**config.mk**
```make
export PLATFORM = sky130hd
export DESIGN_NAME = tod_cmd_unit
export DESIGN_NICKNAME = d
export VERILOG_FILES = /design/src/rtl/tod_pkg.sv /design/src/rtl/tod_ctrl.sv /design/src/rtl/tod_datapath.sv /design/src/rtl/tod_cmd_unit.sv
export SDC_FILE = /design/constraint.sdc
export NUM_CORES = 2
export LEC_CHECK = 0
export BUFFER_PORTS_ARGS = -buffer_cell sky130_fd_sc_hd__buf_4
export CELL_PAD_IN_SITES_DETAIL_PLACEMENT = 0
export CELL_PAD_IN_SITES_GLOBAL_PLACEMENT = 1
export CORE_MARGIN = 4
export CORE_UTILIZATION = 50
export CTS_BUF_LIST = sky130_fd_sc_hd__clkbuf_4 sky130_fd_sc_hd__clkbuf_8
export CTS_CLUSTER_DIAMETER = 80
export DETAILED_ROUTE_END_ITERATION = 12
export GPL_ROUTABILITY_DRIVEN = 0
export PLACE_DENSITY = 0.87
export REMOVE_ABC_BUFFERS = 1
export SYNTH_ARGS = -nofsm -noshare
export SYNTH_HDL_FRONTEND = slang
export SYNTH_SLANG_ARGS = --single-unit
```
**constraint.sdc**
```tcl
create_clock -name clk -period 14.16 [get_ports clk]
set_input_delay 1.416 -clock clk [delete_from_list [all_inputs] [get_ports clk]]
set_output_delay 1.416 -clock clk [all_outputs]
set_load 0.03 [all_outputs]
```
**src/rtl/tod_pkg.sv**
```systemverilog
package tod_pkg;
  localparam int SEC_W  = 48;
  localparam int NS_W   = 32;
  localparam int FRAC_W = 32;
  localparam int ADDR_W = 5;
  localparam int WORD_W = 16;
  localparam int NSLOT  = 2;

  localparam logic [ADDR_W-1:0] A_RUN    = 5'd0;
  localparam logic [ADDR_W-1:0] A_FUNC   = 5'd1;
  localparam logic [ADDR_W-1:0] A_LSECH  = 5'd2;
  localparam logic [ADDR_W-1:0] A_LSECM  = 5'd3;
  localparam logic [ADDR_W-1:0] A_LSECL  = 5'd4;
  localparam logic [ADDR_W-1:0] A_LNSH   = 5'd5;
  localparam logic [ADDR_W-1:0] A_LNSL   = 5'd6;
  localparam logic [ADDR_W-1:0] A_LFRH   = 5'd7;
  localparam logic [ADDR_W-1:0] A_LFRL   = 5'd8;
  localparam logic [ADDR_W-1:0] A_STEPNS = 5'd9;
  localparam logic [ADDR_W-1:0] A_STEPFH = 5'd10;
  localparam logic [ADDR_W-1:0] A_STEPFL = 5'd11;
  localparam logic [ADDR_W-1:0] A_STATUS = 5'd12;
  localparam logic [2:0] LAST_WORD = 3'd6;

  typedef enum logic [2:0] {
    FN_LOAD = 3'd0, FN_FREQ = 3'd1, FN_INC = 3'd2,
    FN_DEC = 3'd3, FN_CAPTURE = 3'd4, FN_NOP = 3'd7
  } todFn_e;

  typedef struct packed {
    logic [SEC_W-1:0]  sec;
    logic [NS_W-1:0]   ns;
    logic [FRAC_W-1:0] frac;
  } todTime_t;

  typedef struct packed {
    logic load;
    logic freq;
    logic inc;
    logic dec;
    logic capture;
    logic [NSLOT-1:0] clear;
  } todCmd_t;
endpackage

```
**src/rtl/tod_ctrl.sv**
```systemverilog
module tod_ctrl
  import tod_pkg::*;
#(
  parameter int STEP_NS_INIT   = 3,
  parameter int STEP_FRAC_INIT = 0
) (
  input  logic                 clk,
  input  logic                 rst,
  input  logic                 wrEn,
  input  logic [ADDR_W-1:0]    wrAddr,
  input  logic [WORD_W-1:0]    wrData,
  input  logic                 rdEn,
  input  logic [ADDR_W-1:0]    rdAddr,
  output logic [WORD_W-1:0]    rdData,
  input  logic                 evtIn,
  input  todTime_t [NSLOT-1:0] slotTime,
  input  logic [NSLOT-1:0]     slotValid,
  output logic                 run,
  output todTime_t             loadVal,
  output logic [15:0]          stepNs,
  output logic [FRAC_W-1:0]    stepFrac,
  output todCmd_t              cmd
);
  logic [2:0] fnCode;
  logic       evtPrev;
  logic       swTrig;
  logic       evtRise;
  logic       trig;
  logic [2:0] useCode;

  assign swTrig  = wrEn && (wrAddr == A_FUNC) && wrData[0];
  assign evtRise = evtIn && !evtPrev;
  assign trig    = run && (swTrig || evtRise);
  assign useCode = swTrig ? wrData[4:2] : fnCode;

  always_ff @(posedge clk) begin
    if (rst) begin
      run      <= 1'b0;
      fnCode   <= FN_NOP;
      evtPrev  <= 1'b0;
      loadVal  <= '0;
      stepNs   <= 16'(STEP_NS_INIT);
      stepFrac <= 32'(STEP_FRAC_INIT);
    end else begin
      evtPrev <= evtIn;
      if (wrEn) begin
        case (wrAddr)
          A_RUN:    run                  <= wrData[0];
          A_FUNC:   fnCode               <= wrData[4:2];
          A_LSECH:  loadVal.sec[47:32]   <= wrData;
          A_LSECM:  loadVal.sec[31:16]   <= wrData;
          A_LSECL:  loadVal.sec[15:0]    <= wrData;
          A_LNSH:   loadVal.ns[31:16]    <= wrData;
          A_LNSL:   loadVal.ns[15:0]     <= wrData;
          A_LFRH:   loadVal.frac[31:16]  <= wrData;
          A_LFRL:   loadVal.frac[15:0]   <= wrData;
          A_STEPNS: stepNs               <= wrData;
          A_STEPFH: stepFrac[31:16]      <= wrData;
          A_STEPFL: stepFrac[15:0]       <= wrData;
          default: ;
        endcase
      end
    end
  end

  always_comb begin
    cmd.load    = trig && (useCode == FN_LOAD);
    cmd.freq    = trig && (useCode == FN_FREQ);
    cmd.inc     = trig && (useCode == FN_INC);
    cmd.dec     = trig && (useCode == FN_DEC);
    cmd.capture = trig && (useCode == FN_CAPTURE);
  end

  for (genvar i = 0; i < NSLOT; i++) begin : g_clear
    assign cmd.clear[i] = rdEn && rdAddr[4] && (rdAddr[3] == 1'(i)) && (rdAddr[2:0] == LAST_WORD);
  end

  function automatic logic [WORD_W-1:0] slotWord(input todTime_t t, input logic [2:0] w);
    case (w)
      3'd0: return t.sec[47:32];
      3'd1: return t.sec[31:16];
      3'd2: return t.sec[15:0];
      3'd3: return t.ns[31:16];
      3'd4: return t.ns[15:0];
      3'd5: return t.frac[31:16];
      3'd6: return t.frac[15:0];
      default: return '0;
    endcase
  endfunction

  always_comb begin
    rdData = '0;
    if (rdAddr[4]) rdData = slotWord(slotTime[rdAddr[3]], rdAddr[2:0]);
    else begin
      case (rdAddr)
        A_RUN:    rdData = {15'd0, run};
        A_FUNC:   rdData = {11'd0, fnCode, 2'b00};
        A_STATUS: rdData = {{(WORD_W-NSLOT){1'b0}}, slotValid};
        default:  rdData = '0;
      endcase
    end
  end

  p_held_nocmd_r1: assert property (@(posedge clk) disable iff (rst)
    !run |-> !(cmd.load || cmd.freq || cmd.inc || cmd.dec || cmd.capture));

  p_sw_code_r10: assert property (@(posedge clk) disable iff (rst)
    (run && wrEn && wrAddr == A_FUNC && wrData[0] && wrData[4:2] == FN_INC) |-> cmd.inc);

  p_evt_capture_r11: assert property (@(posedge clk) disable iff (rst)
    (run && $rose(evtIn) && fnCode == FN_CAPTURE && !(wrEn && wrAddr == A_FUNC)) |-> cmd.capture);

  p_evt_once_r11: assert property (@(posedge clk) disable iff (rst)
    (evtIn && $past(evtIn) && !wrEn) |-> !cmd.capture);
endmodule

```
**src/rtl/tod_datapath.sv**
```systemverilog
module tod_datapath
  import tod_pkg::*;
#(
  parameter int NS_PER_SEC = 1000000000
) (
  input  logic                 clk,
  input  logic                 rst,
  input  logic                 run,
  input  todTime_t             loadVal,
  input  logic [15:0]          stepNs,
  input  logic [FRAC_W-1:0]    stepFrac,
  input  todCmd_t              cmd,
  output todTime_t [NSLOT-1:0] slotTime,
  output logic [NSLOT-1:0]     slotValid
);
  localparam int ACC_W = 50;
  localparam logic [NS_W:0] NS_LIM = (NS_W+1)'(NS_PER_SEC);

  todTime_t          tod;
  todTime_t          stepped;
  todTime_t          nxt;
  logic [FRAC_W-1:0] trim;
  logic [ACC_W-1:0]  acc;
  logic [ACC_W-33:0] carry;
  logic [NS_W:0]     nsSum;
  logic [NS_W:0]     nsAdj;

  always_comb begin
    acc = ACC_W'(tod.frac) + ACC_W'({stepNs, 32'd0})
        + {{(ACC_W-FRAC_W){stepFrac[FRAC_W-1]}}, stepFrac}
        + {{(ACC_W-FRAC_W){trim[FRAC_W-1]}}, trim};
    carry = acc[ACC_W-1:32];
    nsSum = {1'b0, tod.ns} + (NS_W+1)'(carry);
    stepped.frac = acc[31:0];
    if (nsSum >= NS_LIM) begin
      stepped.ns  = NS_W'(nsSum - NS_LIM);
      stepped.sec = tod.sec + 48'd1;
    end else begin
      stepped.ns  = nsSum[NS_W-1:0];
      stepped.sec = tod.sec;
    end

    nxt   = stepped;
    nsAdj = '0;
    if (cmd.load) begin
      nxt = loadVal;
    end else if (cmd.inc) begin
      nsAdj = {1'b0, stepped.ns} + {1'b0, loadVal.ns};
      if (nsAdj >= NS_LIM) begin
        nxt.ns  = NS_W'(nsAdj - NS_LIM);
        nxt.sec = stepped.sec + loadVal.sec + 48'd1;
      end else begin
        nxt.ns  = nsAdj[NS_W-1:0];
        nxt.sec = stepped.sec + loadVal.sec;
      end
    end else if (cmd.dec) begin
      if (stepped.ns >= loadVal.ns) begin
        nxt.ns  = stepped.ns - loadVal.ns;
        nxt.sec = stepped.sec - loadVal.sec;
      end else begin
        nsAdj   = NS_LIM + {1'b0, stepped.ns} - {1'b0, loadVal.ns};
        nxt.ns  = nsAdj[NS_W-1:0];
        nxt.sec = stepped.sec - loadVal.sec - 48'd1;
      end
    end
  end

  always_ff @(posedge clk) begin
    if (rst) begin
      tod  <= '0;
      trim <= '0;
    end else begin
      tod <= run ? nxt : '0;
      if (cmd.freq) trim <= loadVal.frac;
    end
  end

  always_ff @(posedge clk) begin
    if (rst) begin
      slotTime  <= '0;
      slotValid <= '0;
    end else begin
      for (int i = 0; i < NSLOT; i++) begin
        if (cmd.clear[i]) slotValid[i] <= 1'b0;
      end
      if (cmd.capture) begin
        if (!slotValid[0]) begin
          slotTime[0]  <= tod;
          slotValid[0] <= 1'b1;
        end else if (!slotValid[1]) begin
          slotTime[1]  <= tod;
          slotValid[1] <= 1'b1;
        end
      end
    end
  end

  p_held_zero_r1: assert property (@(posedge clk) disable iff (rst)
    !run |=> (tod.sec == '0 && tod.ns == '0 && tod.frac == '0));

  p_ns_range_r3: assert property (@(posedge clk) disable iff (rst)
    (run && ({1'b0, tod.ns} < NS_LIM) && !cmd.load && !cmd.inc && !cmd.dec) |=> ({1'b0, tod.ns} < NS_LIM));

  p_fill_first_r8: assert property (@(posedge clk) disable iff (rst)
    (cmd.capture && !slotValid[0]) |=> (slotValid[0] && slotTime[0] == $past(tod)));

  p_full_drop_r8: assert property (@(posedge clk) disable iff (rst)
    (cmd.capture && (&slotValid) && !(|cmd.clear)) |=> ($stable(slotTime) && (&slotValid)));

  p_clear_r9: assert property (@(posedge clk) disable iff (rst)
    (cmd.clear[0] && !cmd.capture) |=> !slotValid[0]);
endmodule

```
**src/rtl/tod_cmd_unit.sv**
```systemverilog
module tod_cmd_unit
  import tod_pkg::*;
#(
  parameter int STEP_NS_INIT   = 3,
  parameter int STEP_FRAC_INIT = 0,
  parameter int NS_PER_SEC     = 1000000000
) (
  input  logic        clk,
  input  logic        rst,
  input  logic        wrEn,
  input  logic [4:0]  wrAddr,
  input  logic [15:0] wrData,
  input  logic        rdEn,
  input  logic [4:0]  rdAddr,
  output logic [15:0] rdData,
  input  logic        evtIn
);
  todTime_t [NSLOT-1:0] slotTime;
  logic [NSLOT-1:0]     slotValid;
  logic                 run;
  todTime_t             loadVal;
  logic [15:0]          stepNs;
  logic [FRAC_W-1:0]    stepFrac;
  todCmd_t              cmd;

  tod_ctrl #(.STEP_NS_INIT(STEP_NS_INIT), .STEP_FRAC_INIT(STEP_FRAC_INIT)) u_ctrl (
    .clk(clk), .rst(rst), .wrEn(wrEn), .wrAddr(wrAddr), .wrData(wrData),
    .rdEn(rdEn), .rdAddr(rdAddr), .rdData(rdData), .evtIn(evtIn),
    .slotTime(slotTime), .slotValid(slotValid), .run(run), .loadVal(loadVal),
    .stepNs(stepNs), .stepFrac(stepFrac), .cmd(cmd)
  );

  tod_datapath #(.NS_PER_SEC(NS_PER_SEC)) u_dp (
    .clk(clk), .rst(rst), .run(run), .loadVal(loadVal), .stepNs(stepNs),
    .stepFrac(stepFrac), .cmd(cmd), .slotTime(slotTime), .slotValid(slotValid)
  );
endmodule

```
======== Word level (Yosys, flattened, before mapping) ========
Index checks and enable logic that the tools add are counted.
storage, ports and cells
  output and inout port bits .............. 16
  bits of input ports ..................... 31
  register bits after elaboration ......... 535
  word-level logic and storage cells ...... 124
cells by class
  bitwise operators ....................... 4
  $add $sub $neg .......................... 15
  reductions and logical operators ........ 35
  equal/unequal tests ..................... 23
  magnitude comparators ................... 4
  mux-type cells .......................... 19
operator list
  kind                                                                      count
  80-bit two-way mux                                                        6
  112-bit two-way mux                                                       2
  16-bit case mux with 7 select lines                                       1
  50-bit adder                                                              2
  48-bit by 1-bit adder with 48-bit output (second input constant)          2
  33-bit by 30-bit >= comparator with 1-bit output (second input constant)  2
  32-bit by 30-bit subtractor with 32-bit output (second input constant)    2
  32-bit subtractor                                                         2
  32-bit by 48-bit adder with 49-bit output                                 1
  48-bit adder                                                              1
  48-bit by 1-bit subtractor with 48-bit output (second input constant)     1
  48-bit subtractor                                                         1
  32-bit by 18-bit adder with 33-bit output                                 1
  32-bit by 32-bit adder with 33-bit output                                 1
  30-bit by 32-bit adder with 32-bit output (first input constant)          1
  32-bit >= comparator                                                      1
  32-bit two-way mux                                                        1
  2-bit AND reduction                                                       13
  5-bit by 4-bit equality test with 1-bit output (second input constant)    5
  5-bit by 3-bit equality test with 1-bit output (second input constant)    4
  16-bit two-way mux                                                        1
  5-bit case mux with 3 select lines                                        1
  1-bit logical AND                                                         14
  3-bit by 2-bit equality test with 1-bit output (second input constant)    4
  other kinds (15)                                                          30

======== Longest topological paths before layout ========
  depth in word-level cells ............... 12
  gate-level depth with buffers ........... 53
  depth with buffers taken out ............ 50

======== Cells and area by module ========
A second synthesis with hierarchy kept.
second synthesis, totals
  cell total of the unflattened synthesis .. 5716
  area total of the unflattened synthesis .. 42960.0 um2
by module, submodules not included
  module        sequential area each (um2)  cells each  times used  area each (um2)
  tod_datapath  7407.1                      4700        1           35084.9
  tod_ctrl      3303.2                      1016        1           7875.1

======== Least setup slack after synthesis ========
No wires, ideal clock.
  path kind ............................... register to register
  start ................................... reg u_ctrl.stepFrac[1]
  end ..................................... reg u_dp.tod[111] (netlist name)
  cell stages (with the launch flop) ...... 47
  clock period less this slack ............ 12.092 ns
  required time ........................... 14.036 ns
  arrival ................................. 11.968 ns
  setup time .............................. 0.124 ns
  path slack .............................. 2.068 ns
  path buffers ............................ 2
  path through ............................ dfxtp_1 fa_1 ha_1 fa_1 a21o_1 a21o_1 a2111oi_0 o31ai_1 a211oi_1 o311ai_1 a211o_1 a21oi_1 o21bai_1 a221o_1 a31o_2 a221o_1 a21oi_1 xnor2_1 [... 11 more ...] buf_2 mux2i_1 inv_1 ha_1 nor2b_1 o31ai_1 a21oi_1 or3_1 a211o_1 nor4_2 nand4_1 nor4b_1 nand4_1 nor4_2 nand4_1 xnor2_1 mux2i_1 a31oi_1
on the way
  cells in the longest elaborated chain, start to end .. 11
  elaborated cells on any way between the ends .. 18
  classes of those cells .................. add/sub (9); order compare (3); mux (6)
ends and longest elaborated chain
  item                                              RTL line                                RTL
  start: declaration                                tod_ctrl.sv:21                          output logic [FRAC_W-1:0] stepFrac,
  start signal: assignment                          tod_ctrl.sv:43                          stepFrac <= 32'(STEP_FRAC_INIT);
  start signal: assignment                          tod_ctrl.sv:59                          A_STEPFL: stepFrac[15:0] <= wrData;
  50-bit adder (*)                                  tod_datapath.sv:30                      + {{(ACC_W-FRAC_W){stepFrac[FRAC_W-1]}}, stepFrac}
  50-bit adder (*)                                  tod_datapath.sv:31                      + {{(ACC_W-FRAC_W){trim[FRAC_W-1]}}, trim};
  32-bit by 18-bit adder with 33-bit output (*)     tod_datapath.sv:33                      nsSum = {1'b0, tod.ns} + (NS_W+1)'(carry);
  33-bit by 30-bit >= comparator with 1-bit output  tod_datapath.sv:35                      if (nsSum >= NS_LIM) begin
  80-bit two-way mux (*)                            tod_datapath.sv:35
  48-bit subtractor                                 tod_datapath.sv:59, tod_datapath.sv:63
  48-bit by 1-bit subtractor with 48-bit output     tod_datapath.sv:63                      nxt.sec = stepped.sec - loadVal.sec - 48'd1;
  80-bit two-way mux                                tod_datapath.sv:57                      if (stepped.ns >= loadVal.ns) begin
  80-bit two-way mux                                tod_datapath.sv:56                      end else if (cmd.dec) begin
  80-bit two-way mux (*)                            tod_datapath.sv:47                      end else if (cmd.inc) begin
  80-bit two-way mux (*)                            tod_datapath.sv:45                      if (cmd.load) begin
  end signal: assignment                            tod_datapath.sv:73                      tod <= run ? nxt : '0;
  end: declaration                                  tod_datapath.sv:19                      todTime_t tod;
Every way passes the cells marked *; elsewhere a longest branch is shown, timed or not.
A chain may end at the register's enable or synchronous reset.

======== Worst setup path after layout ========
  start ................................... reg u_ctrl.stepFrac[1]
  end ..................................... reg u_dp.tod[85] (netlist name)
The elaborated chain is that of the path after synthesis.

==> results by stage <==
Status:
- The run finished with clean final reports.

STA:
- Across the routed clock network, the largest skew measured is around 0.028 ns.
- The tightest slew margin relative to the limit is between 20 and 30%.
- For the pin with the worst max-slew slack, the measured transition is between 1 and 1.5 ns.
- The number of endpoints failing setup at the final stage is 0.
- The final setup slack of the worst path is between 0.7 and 0.8 ns.
- The max-slew violation count was 0.
- The share of the cycle needed by the critical path after routing is between 90 and 100%.
- The sum of negative setup slack is 0 ns.
- The clock period minus final worst setup slack is around 13 ns.
- The fmax is approximately 0.074 GHz.
- The total count of hold-check failures in the final report is 0.
- Setup repair after global routing could not meet its margin everywhere.

Die:
- The region available for standard cell placement spans roughly 84000 um2.
- The die covers about 90000 um2.
- The floorplan step set the die width to approximately 300 um.
- The cell row count is 106.
- The floorplan step set the die height to approximately 300 um.
- The starting utilization of the core area is about half.
- The number of ports placed on the die boundary is 47.

Final layout:
- The fill cell total of the finished layout is about 8200.
- The final instance count without filler cells is between 6000 and 7000.
- Leaving out fill and tap cells, the most frequent cell in the layout is sky130_fd_sc_hd__nand2_1.
- The fraction of layout cells with a size suffix above 1 is between 8 and 9%.
- The final standard cell utilization of the core is between 50 and 60%.
- In the layout the commonest cells are 1073 x sky130_fd_sc_hd__nand2_1, 699 x sky130_fd_sc_hd__a21oi_1, 535 x sky130_fd_sc_hd__dfxtp_1, 364 x sky130_fd_sc_hd__nor2_1, 281 x sky130_fd_sc_hd__ha_1.
- Relative to the synthesized area, the layout overhead comes to 8.60%.
- The multi-input combinational cells in the finished layout cover a total of about 30000 um2.
- Registers take 10700 um2.
- The final-stage net count is between 6000 and 7000.

Detailed routing:
- For this block, wires on met1 add up to 65.7 mm.
- After detailed routing, the number of vias per cell comes to between 6 and 7.
- The routed design uses ~69 mm of met2 wire.
- In this run, the number of DRC markers left after iteration 0 of detailed routing was a little under 5000.
- The number of detailed-routing iterations run before antenna repair is 6.
- Detailed routing inserted a total of between 40000 and 50000 vias.
- The uppermost layer routed is met5.
- In the routed design, unresolved DRC markers number 0.
- The total length of routed met3 wires is approximately 14 mm.
- The wire length after detailed routing is between 150 and 200 mm.
- The post-detailed-route wirelength per cell is around 23 um.
- Once detail routing completed, the nets flagged for antenna violations numbered 0.

Setup path:
- The critical path is of the reg2reg type.
- STA classifies the critical path startpoint as a register.
- The worst setup path is captured at a register.
- The required time at the worst-slack endpoint is roughly 15 ns.
- The largest incremental delay on the critical path is ~0.54 ns.
- The worst endpoint data arrival time is 14.00 ns.
- The largest driver fanout on the critical path is 21.
- The family with the most delay on the worst path is compound AO/OA/AOI/OAI gates.
- Among all stages on the critical path, the largest delay is contributed by sky130_fd_sc_hd__or4_1.
- The worst path buffer plus inverter count is 3.
- The most numerous cell type found on the critical path is sky130_fd_sc_hd__a21oi_1.

Place:
- The estimated wirelength of the detail-placed design is ~110 mm.
- The number of cells in the design after placement is 6689.
- During placement, the flow inserted port buffers numbering 46.
- The worst slack at placement is between 0.3 and 0.4 ns.

Global routing:
- The pin count of the biggest net entering global routing is roughly 210.
- Global routing finished with a remaining overflow of 0.
- The first global-routing pass estimated between 200 and 250 mm of wire.
- The initial antenna violation count is 6.
- The number of global-route vias before repair is just under 40000.
- Global routing used between 30% and 40% of the available tracks.

Clock tree:
- The cell sitting at the root of the clock tree is a sky130_fd_sc_hd__clkbuf_8.
- The H-tree was split into 3 levels.
- The TritonCTS clock tree is yes.
- The number of buffers between clock root and the deepest sink is 3.
- The number of buffers added by the clock tree synthesis step is ~90.
- The sink count of the clock tree is around 540.
- The later pin in the worst-skew pair is clocked with a latency of between 0.7 and 0.8 ns.
- Clock-pin slew was measured on the worst setup and hold paths at approximately 0.06 ns.

Synth:
- The number of flops mapped to enable cells by yosys is 0.
- In the synthesized netlist, the number of instances is 5725.
- The combinational family with the most area after synthesis is compound AO/OA/AOI/OAI gates.
- The Yosys step of the flow raised 0 warnings.
- The synthesized design spends more area on one cell type than any other, namely sky130_fd_sc_hd__dfxtp_1.
- The synthesized netlist devotes about a quarter of its cell area to compound gates.
- The share of the synthesized area in the top cell type is ~25%.
- The sequential-to-total area share from yosys stat is around 25%.
- The total of flip-flops plus latches after synthesis is ~540.
- The multiplexer area fraction after synthesis is approximately 3%.
- The main flop type after synthesis is sky130_fd_sc_hd__dfxtp_1.
- The adder-cell share of the synthesized area is a little under an eighth.
- Counting flops with an async set or reset pin after synthesis yields a share of 0%.
- Of the total synthesized cell area, the portion taken by XOR and XNOR cells is around 7.4%.
- The netlist uses around 110 different library cells.
- The cell area that synthesis handed to floorplanning was ~43000 um2.
- The mean post-synth cell area is around 7.4 um2.
- In the post-synthesis netlist, the biggest area contributors are sky130_fd_sc_hd__dfxtp_1 25%, sky130_fd_sc_hd__nand2_1 9.5%, sky130_fd_sc_hd__ha_1 8.5%, sky130_fd_sc_hd__a21oi_1 8.2%, sky130_fd_sc_hd__xnor2_1 5.3%.
- Of the total synthesized cell area, the portion taken by AND, OR, NAND and NOR gates is 22.7%.

Power and ir drop:
- The leakage power of the design is around 18 nW.
- The worst-case IR drop observed on VDD is approximately 0.000063 V.
- Dividing total power by cell area gives a power density of roughly 76 nW/um2.

Job:
- The tool flagged a number of max-cap violations equal to 0.

Worst hold path:
- The class of the tightest hold or removal check is reg2reg.
==> layer usage <==
metal	vias to the layer above	GRT usage, %
met1	20326	45.8
met4	8	14.5
met2	2169	52.3
li1	20039	-
met5	-	0
met3	410	4.40
==> synthesized netlist by cell type (92+ instances only) <==
cell / n
sky130_fd_sc_hd__o21ai_0: 179
sky130_fd_sc_hd__xnor2_1: 257
sky130_fd_sc_hd__mux2i_1: 125
sky130_fd_sc_hd__ha_1: 288
sky130_fd_sc_hd__nor2_1: 371
sky130_fd_sc_hd__nand3_1: 101
sky130_fd_sc_hd__a21oi_1: 699
sky130_fd_sc_hd__xor2_1: 97
sky130_fd_sc_hd__dfxtp_1: 535
sky130_fd_sc_hd__nor3_1: 115
sky130_fd_sc_hd__a21o_1: 92
sky130_fd_sc_hd__inv_1: 244
sky130_fd_sc_hd__nand2_1: 1073
sky130_fd_sc_hd__clkbuf_1: 275
==> cell families after synthesis <==
kind of cell / Yosys count
flip-flops: 535
XOR/XNOR: 356
adder cells (fa/ha/maj): 361
AND/OR/NAND/NOR: 2129
buffers and inverters: 590
AO/OA/AOI/OAI: 1627
multiplexers: 127
==> tightest hold or removal path, cell delays in order, from the launching register on <==
cell	delay, ns
sky130_fd_sc_hd__dfxtp_1	0.30
sky130_fd_sc_hd__nand2_1	0.05
sky130_fd_sc_hd__a21oi_1	0.05
==> stage by stage <==
stage | hold WS [ns] | total power, mW | cell area (um2)
CTS | 0.454 | 3.48 | 46000
global placement | 0.441 | 1.99 | 44100
floorplan | 0.430 | 1.81 | 41200
finish | 0.453 | 3.49 | 46200
detailed placement | 0.446 | 1.99 | 44100
global route | 0.467 | 3.58 | 46200
==> final timing paths <==
path / endpoint / start / slack (ns) / cells past startpoint
min: u_dp.slotTime[5] / u_dp.slotTime[5] / 0.45 / 2
max: u_dp.tod[85] / u_ctrl.stepFrac[1] / 0.72 / 47
max reg2reg: u_dp.tod[85] / u_ctrl.stepFrac[1] / 0.72 / 47
min reg2reg: u_dp.slotTime[5] / u_dp.slotTime[5] / 0.45 / 2
==> final cells by class <==
| class | count | area share [%] |
|---|---|---|
| antenna | 2 | 0.0108 |
| clock buffer | 145 | 3.97 |
| clock inverter | 12 | 0.273 |
| sequential | 535 | 23.2 |
| tap | 1134 | 3.07 |
| multi-input combinational | 4600 | 64.6 |
| inverter | 258 | 2.10 |
| timing repair buffer | 163 | 2.77 |
==> registers in the layout, indices dropped and copies added (netlist names) <==
signal / count
u_dp.tod: 112
u_ctrl.run: 1
u_ctrl.evtPrev: 1
u_dp.slotValid: 2
u_ctrl.stepFrac: 32
u_dp.slotTime: 224
u_ctrl.loadVal: 112
u_ctrl.stepNs: 16
u_ctrl.fnCode: 3
u_dp.trim: 32
==> power by group <==
group / internal (mW) / total (mW) / switching, mW
logic: 0.157 / 0.462 / 0.305
clock network: 0.852 / 1.52 / 0.664
registers: 1.51 / 1.51 / 0.00428
==> timing repair <==
item / 4_1_cts / 5_1_grt
endpoints found under the setup margin: 0 / 63
hold buffers: 0 / 0
setup buffers: 0 / 1
gates resized for setup: 0 / 38
Power figures use the tool's default switching activity.
